[config.mk]
export PLATFORM = sky130hd
export DESIGN_NAME = vec_swizzle
export DESIGN_NICKNAME = d
export VERILOG_FILES = /design/src/rtl/vswz_pkg.sv /design/src/rtl/vswz_len_decode.sv /design/src/rtl/vswz_lane_mux.sv /design/src/rtl/vswz_out_stage.sv /design/src/rtl/vec_swizzle.sv
export SDC_FILE = /design/constraint.sdc
export NUM_CORES = 1
export LEC_CHECK = 0
export ABC_CLOCK_PERIOD_IN_PS = 1100
export CELL_PAD_IN_SITES_DETAIL_PLACEMENT = 1
export CELL_PAD_IN_SITES_GLOBAL_PLACEMENT = 1
export CORE_MARGIN = 4
export CORE_UTILIZATION = 35
export DETAILED_ROUTE_END_ITERATION = 12
export GPL_TIMING_DRIVEN = 0
export PLACE_DENSITY = 0.86
export SYNTH_ARGS = -nofsm -noshare
export SYNTH_HDL_FRONTEND = slang
export SYNTH_HIERARCHICAL = 1
export SYNTH_SLANG_ARGS = --single-unit
[constraint.sdc]
create_clock -name clk_i -period 1.1 [get_ports clk_i]
set_input_delay 0.22 -clock clk_i [delete_from_list [all_inputs] [get_ports clk_i]]
set_output_delay 0.22 -clock clk_i [all_outputs]
set_load 0.005 [all_outputs]
[src/rtl/vswz_pkg.sv]
package vswz_pkg;
  localparam int unsigned ELEM_W    = 32;
  localparam int unsigned SEL_W     = 3;
  localparam int unsigned MAX_LANES = 4;

  localparam logic [ELEM_W-1:0] FP_ZERO    = 32'h0000_0000;
  localparam logic [ELEM_W-1:0] FP_POS_ONE = 32'h3F80_0000;
  localparam logic [ELEM_W-1:0] FP_NEG_ONE = 32'hBF80_0000;

  typedef enum logic [SEL_W-1:0] {
    SEL_KEEP  = 3'b000,
    SEL_ZERO  = 3'b001,
    SEL_P_ONE = 3'b010,
    SEL_N_ONE = 3'b011,
    SEL_LN0   = 3'b100,
    SEL_LN1   = 3'b101,
    SEL_LN2   = 3'b110,
    SEL_LN3   = 3'b111
  } sel_code_e;
endpackage

[src/rtl/vswz_len_decode.sv]
module vswz_len_decode #(
  parameter int unsigned NUM_LANES = 4,
  parameter int unsigned OUT_N     = 4,
  parameter int unsigned LEN_W     = 3
) (
  input  logic [LEN_W-1:0] len_i,
  output logic [OUT_N-1:0] act_o
);
  // lane i is live when it is a real lane and below the element count
  for (genvar i = 0; i < OUT_N; i++) begin : g_act
    if (i < NUM_LANES) begin : g_live
      assign act_o[i] = (len_i > LEN_W'(i));
    end else begin : g_pad
      assign act_o[i] = 1'b0;
    end
  end
endmodule

[src/rtl/vswz_lane_mux.sv]
module vswz_lane_mux
  import vswz_pkg::*;
(
  input  logic [ELEM_W-1:0]    src_i [MAX_LANES],
  input  logic [MAX_LANES-1:0] src_act_i,
  input  logic [ELEM_W-1:0]    old_i,
  input  logic [SEL_W-1:0]     code_i,
  input  logic                 dst_act_i,
  output logic [ELEM_W-1:0]    elem_o,
  output logic                 wen_o
);
  logic [1:0] idx;
  assign idx = code_i[1:0];

  always_comb begin
    elem_o = old_i;
    wen_o  = 1'b0;
    if (dst_act_i) begin
      unique case (sel_code_e'(code_i))
        SEL_KEEP:  begin elem_o = old_i;      wen_o = 1'b0; end
        SEL_ZERO:  begin elem_o = FP_ZERO;    wen_o = 1'b1; end
        SEL_P_ONE: begin elem_o = FP_POS_ONE; wen_o = 1'b1; end
        SEL_N_ONE: begin elem_o = FP_NEG_ONE; wen_o = 1'b1; end
        default: begin
          elem_o = src_act_i[idx] ? src_i[idx] : FP_ZERO;
          wen_o  = 1'b1;
        end
      endcase
    end
  end
endmodule

[src/rtl/vswz_out_stage.sv]
module vswz_out_stage #(
  parameter int unsigned W       = 8,
  parameter bit          REG_OUT = 1'b1
) (
  input  logic         clk_i,
  input  logic         rst_ni,
  input  logic [W-1:0] d_i,
  output logic [W-1:0] q_o
);
  if (REG_OUT) begin : g_reg
    always_ff @(posedge clk_i or negedge rst_ni) begin
      if (!rst_ni) q_o <= '0;
      else         q_o <= d_i;
    end
  end else begin : g_comb
    assign q_o = d_i;
  end
endmodule

[src/rtl/vec_swizzle.sv]
module vec_swizzle
  import vswz_pkg::*;
#(
  parameter int unsigned NUM_LANES = 4,
  parameter bit          REG_OUT   = 1'b1,
  parameter int unsigned LEN_W     = $clog2(NUM_LANES + 1)
) (
  input  logic                          clk_i,
  input  logic                          rst_ni,
  input  logic                          valid_i,
  input  logic [NUM_LANES*ELEM_W-1:0]   src_i,
  input  logic [NUM_LANES*ELEM_W-1:0]   old_dst_i,
  input  logic [NUM_LANES*SEL_W-1:0]    sel_i,
  input  logic [LEN_W-1:0]              src_len_i,
  input  logic [LEN_W-1:0]              dst_len_i,
  output logic                          valid_o,
  output logic [NUM_LANES*ELEM_W-1:0]   dst_o,
  output logic [NUM_LANES-1:0]          wen_o
);
  localparam int unsigned VEC_W = NUM_LANES * ELEM_W;
  localparam int unsigned PAY_W = 1 + NUM_LANES + VEC_W;

  logic [ELEM_W-1:0]    src_pad [MAX_LANES];
  logic [MAX_LANES-1:0] src_act;
  logic [NUM_LANES-1:0] dst_act;
  logic [VEC_W-1:0]     dst_d;
  logic [NUM_LANES-1:0] wen_d;
  logic [PAY_W-1:0]     pay_q;

  for (genvar j = 0; j < MAX_LANES; j++) begin : g_pad
    if (j < NUM_LANES) begin : g_src
      assign src_pad[j] = src_i[j*ELEM_W +: ELEM_W];
    end else begin : g_zero
      assign src_pad[j] = FP_ZERO;
    end
  end

  vswz_len_decode #(.NUM_LANES(NUM_LANES), .OUT_N(MAX_LANES), .LEN_W(LEN_W)) u_src_len (
    .len_i (src_len_i),
    .act_o (src_act)
  );

  vswz_len_decode #(.NUM_LANES(NUM_LANES), .OUT_N(NUM_LANES), .LEN_W(LEN_W)) u_dst_len (
    .len_i (dst_len_i),
    .act_o (dst_act)
  );

  for (genvar i = 0; i < NUM_LANES; i++) begin : g_lane
    vswz_lane_mux u_mux (
      .src_i     (src_pad),
      .src_act_i (src_act),
      .old_i     (old_dst_i[i*ELEM_W +: ELEM_W]),
      .code_i    (sel_i[i*SEL_W +: SEL_W]),
      .dst_act_i (dst_act[i]),
      .elem_o    (dst_d[i*ELEM_W +: ELEM_W]),
      .wen_o     (wen_d[i])
    );
  end

  vswz_out_stage #(.W(PAY_W), .REG_OUT(REG_OUT)) u_out (
    .clk_i  (clk_i),
    .rst_ni (rst_ni),
    .d_i    ({valid_i, wen_d, dst_d}),
    .q_o    (pay_q)
  );

  assign {valid_o, wen_o, dst_o} = pay_q;
endmodule

* After elaboration in Yosys (flattened, before gate mapping) *
Index checks and enable logic that the tools add are counted.

cells by class
  multiplexer cells = 40
  eq/ne operators = 12
  bitwise logic cells = 4
  reduce and logical (&&, ||, !) cells = 4
  magnitude comparators = 16

operators by type and width
  kind                count
  $mux 32             16
  $pmux 32 s4         4
  $bmux 32 s2         4
  $eq 3x2->1 const B  8
  $eq 3x1->1 const B  4
  $ge 3x3->1 const B  4
  $gt 3x1->1 const B  4
  $gt 3x2->1 const B  4
  $logic_not 3->1     4
  $lt 2x3->1 const B  4
  $mux 1              12
  $not 2->3           4
  $bmux 1 s2          4

storage, ports and cells
  register bits after elaboration = 133
  word-level logic and storage cells = 77
  bits of input ports = 277

* Logic depth before layout (Yosys ltp) *
  depth after elaboration = 7
  mapped depth = 7

* By module *
Netlist, hierarchy kept.

by module, submodules not included
  module           seq. area each (µm²)  area each (µm²)  cells an instance  times used
  vswz_lane_mux    0.0                   1331.3           123                4
  vswz_out_stage   3328.2                3328.2           133                1
  vswz_len_decode  0.0                   25.0             4                  2

* Least setup slack after synthesis *
Ideal clock, no wire load.

  path kind = input to register
  start = input src_len_i[2]
  end = register u_out.q_o[100]
  setup time = 0.121 ns
  slack = -0.552 ns
  cell stages on the path = 7
  required time = 0.979 ns
  arrival time = 1.531 ns
  cells stage by stage = or3_1 > mux2i_1 > o22ai_2 > and2_1 > buf_6 > buf_6 > a22o_1

between the ends
  word-level cells in the longest chain between the ends = 6
  elaborated cells on any way between the ends = 9
  classes of those cells = 4 x order compare; 5 x mux

ends and longest elaborated chain
  what                                             RTL line               text
  from (decl)                                      vec_swizzle.sv:14      input logic [LEN_W-1:0] src_len_i,
  $gt 3x1->1 / $gt 3x2->1 (equally long branches)  vswz_len_decode.sv:12  assign act_o[i] = (len_i > LEN_W'(i));
  $bmux 1 s2 (*)                                   vswz_lane_mux.sv:25    elem_o = src_act_i[idx] ? src_i[idx] : FP_ZERO;
  $mux 1 (not written as such) (*)                 vswz_lane_mux.sv:25
  $mux 32 (*)                                      vswz_lane_mux.sv:25
  $pmux 32 s4 (*)                                  vswz_lane_mux.sv:19    unique case (sel_code_e'(code_i))
  $mux 32 (*)                                      vswz_lane_mux.sv:18    if (dst_act_i) begin
  named net dst_d[100]                             vec_swizzle.sv:26      logic [VEC_W-1:0] dst_d;
  to (signal assigned)                             vswz_out_stage.sv:13   else q_o <= d_i;
  to (decl)                                        vswz_out_stage.sv:8    output logic [W-1:0] q_o

The timed path passes the listed nets; every way through them passes the cells marked *. The select of a mux whose other input is x is not followed.

* Worst setup path in the final report *
  start = input src_len_i[0]
  end = register u_out.q_o[35]

between the ends
  word-level cells in the longest chain between the ends = 6
  elaborated cells on any way between the ends = 9
  classes of those cells = 4 x order compare; 5 x mux

ends and longest elaborated chain
  what                          RTL line               text
  $gt 3x1->1                    vswz_len_decode.sv:12
  named net src_act[0]          vec_swizzle.sv:24      logic [MAX_LANES-1:0] src_act;
  $bmux 1 s2                    vswz_lane_mux.sv:25
  $mux 1 (not written as such)  vswz_lane_mux.sv:25
  $mux 32                       vswz_lane_mux.sv:25
  $pmux 32 s4                   vswz_lane_mux.sv:19
  $mux 32                       vswz_lane_mux.sv:18
  named net dst_d[35]           vec_swizzle.sv:26

The timed path passes the listed nets, and every way through them passes these cells. The select of a mux whose other input is x is not followed.

==> impl_metrics.env <==
export IMPL_grt_pass1_wl_mm=65.5
export IMPL_relSlewSlack=0.601
export IMPL_synth_nets=910
export IMPL_synth_largest_area_cell="dfrtp_1"
export IMPL_drc=0
export IMPL_antenna_found_initial=19
export IMPL_die_h_um=166
export IMPL_netlist_cell_type_count=24
export IMPL_cp_start_kind="primary input"
export IMPL_min_period_ps=1340
export IMPL_post_drt_wl_per_cell_um=32.0
export IMPL_vias=8723
export IMPL_max_stage_delay_ps=430
export IMPL_yosys_warnings=6
export IMPL_synth_area_um2=8700
export IMPL_slew_violations=0
export IMPL_worstPathRequired_ps=1400
export IMPL_antenna_left=0
export IMPL_slowest_stage="or3_4"
export IMPL_clockBufferDepth=2
export IMPL_dieArea_um2=27500
export IMPL_yosysSeqAreaShare=0.382
export IMPL_reg_largest_list="u_out/q_o: 133 flops"
export IMPL_endpoint_kind="register"
export IMPL_rsz0062_at_grt="true"
export IMPL_io_buffers=401
export IMPL_synthCells=633
export IMPL_avgSynthCellArea_um2=13.7
export IMPL_fmax_mhz=744
export IMPL_whs_ps=-261
export IMPL_path_buf_inv=2
export IMPL_cp_max_fo=6
export IMPL_grt_start_max_net_pins=81
export IMPL_row_count=57
export IMPL_synthTopCellsByArea="dfrtp_1 38%, mux4_2 33%, a22o_1 9.7%"
export IMPL_netlist_area_leader_share=0.382
export IMPL_synth_seq_cells=133
export IMPL_cp_data_arrival_time_ps=1650
export IMPL_start_util=0.357
export IMPL_mostFrequentLayoutCell="clkdlybuf4s50_1"
export IMPL_p_per_area_nw_per_um2=1170
export IMPL_n_fill_cell=2510
export IMPL_io_pins=410
export IMPL_final_cell_mix="236 x clkdlybuf4s50_1, 133 x dfrtp_1, 128 x mux4_2"
export IMPL_leakage_uw=0.00591
export IMPL_htree_levels=4
export IMPL_max_cap_viol_count=0
export IMPL_cts_root_buf="clkbuf_16"
export IMPL_hold_violations=53
export IMPL_syn_to_final_growth_pct=60.4
export IMPL_irDropWorstVdd_mv=0.938
export IMPL_finish_utilization=0.572
export IMPL_first_global_vias=9339
export IMPL_path_class="primary input to register"
export IMPL_worst_slew_pin_slew_ps=598
export IMPL_cp_cell_sequence="buf_6 > or3_4 > mux2i_4 > o22ai_4 > and2_4 > buf_12 > a22o_1"
export IMPL_hp_class="primary input to async pin"
export IMPL_dpl_hpwl_mm=32.8
export IMPL_drive_gt1_frac=0.383
export IMPL_cts_clk_slew_worst_paths_ps=70
export IMPL_grt_usage=0.321
export IMPL_grt_overflow=0
export IMPL_final_nets=1352
export IMPL_period_share=1.22
export IMPL_setup_viol=229
export IMPL_dr_first_iter_drc_count=735
export IMPL_routed_via_density=6.10
export IMPL_place_congestion=0.896
export IMPL_fp_dieW_um=166
export IMPL_largest_reg_flops=133
export IMPL_violations="hold timing, setup timing"
export IMPL_fin_ws_ps=-244
export IMPL_cts_tree="yes"
export IMPL_placed_cell_area_um2=13300
export IMPL_cts_sinks=133
export IMPL_first_pass_iters=5
export IMPL_design_area_um2=14000
export IMPL_core_area_um2=24400
export IMPL_cts_buffers=17
export IMPL_largest_register="u_out/q_o"
export IMPL_crit_family="simple AND/OR/NAND/NOR gates"
export IMPL_finalWirelength_mm=45.8
export IMPL_outcome="finished, violations left"
export IMPL_dpl_worst_slack_ps=-1570
==> stage by stage <==
stage	total power [µW]	instances	setup TNS [ps]	hold WS, ps
floorplan	7730	633	-50010	-75.6
global placement	10600	1358	-883500	668
detailed placement	10800	1359	-153650	230
CTS	16300	1413	-24350	-241
global route	17000	1429	-28740	-226
finish	16400	1431	-23600	-261
==> final cells by class <==
cell class              instances  area (µm²)  share of cell area
inverters                       4        15.0             0.00108
clock buffers                  18         439              0.0315
plain buffers                  66         694              0.0497
flip-flops and latches        133        3330               0.238
repair buffers                431        3840               0.275
well taps                     324         405              0.0290
diodes                         19        47.5             0.00341
clock inverters                14         133             0.00950
multi-input cells             422        5060               0.362
==> power breakdown <==
part / total (µW) / switching [µW] / leakage, µW / internal, µW
registers: 5560 / 182 / 0.00165 / 5380
clock network: 5660 / 2620 / 0.000269 / 3050
logic: 5150 / 2270 / 0.00399 / 2880
==> cells in the mapped netlist <==
master and n:
a21o_2 2, a21oi_1 8, a22o_1 96, a31oi_1 28, and2_1 4, buf_2 16
buf_4 8, buf_6 16, clkbuf_1 34, dfrtp_1 133, inv_1 4, mux2i_1 8
mux4_2 128, nand2_1 36, nand2b_1 4, nor2_1 32, nor2b_1 28, nor3b_1 4
o21a_1 4, o21bai_1 28, o22ai_2 4, o31ai_2 4, or2_1 2, or3_1 2
==> cells by family (layout without fill, tap and decap cells) <==
kind of cell / Yosys count / after routing / share of synthesized area
buf+inv: 78 / 533 / 0.0532
compound gates: 174 / 174 / 0.162
flops: 133 / 133 / 0.382
other cells: 0 / 19 / 0
simple gates: 112 / 112 / 0.0615
mux: 136 / 136 / 0.340
==> metal layers <==
| metal | up-vias | share of wire | track usage |
|---|---|---|---|
| met5 | - | 0 | 0 |
| met4 | 0 | 0.058 | 0.165 |
| met3 | 144 | 0.088 | 0.0851 |
| met2 | 616 | 0.51 | 0.549 |
| met1 | 4490 | 0.35 | 0.370 |
| li1 | 3473 | - | - |
==> repair_timing <==
action / 4_1_cts / 5_1_grt
setup endpoints to repair: 265 / 245
cloned: 7 / 0
pin swaps: 28 / 11
setup buffers: 22 / 1
gates resized for setup: 662 / 23
hold endpoints to repair: 53 / 53
==> worst paths after layout <==
| path | end | cells past startpoint | start |
|---|---|---|---|
| hold / removal | u_out/q_o[23]$_DFF_PN0_ | 1 | rst_ni |
| setup / recovery | u_out/q_o[35]$_DFF_PN0_ | 7 | src_len_i[0] |
| min in group clk_i | u_out/q_o[132]$_DFF_PN0_ | 1 | valid_i |
| max in group asynchronous | u_out/q_o[117]$_DFF_PN0_ | 2 | rst_ni |
Note: power is estimated with default switching activity, not from simulation.
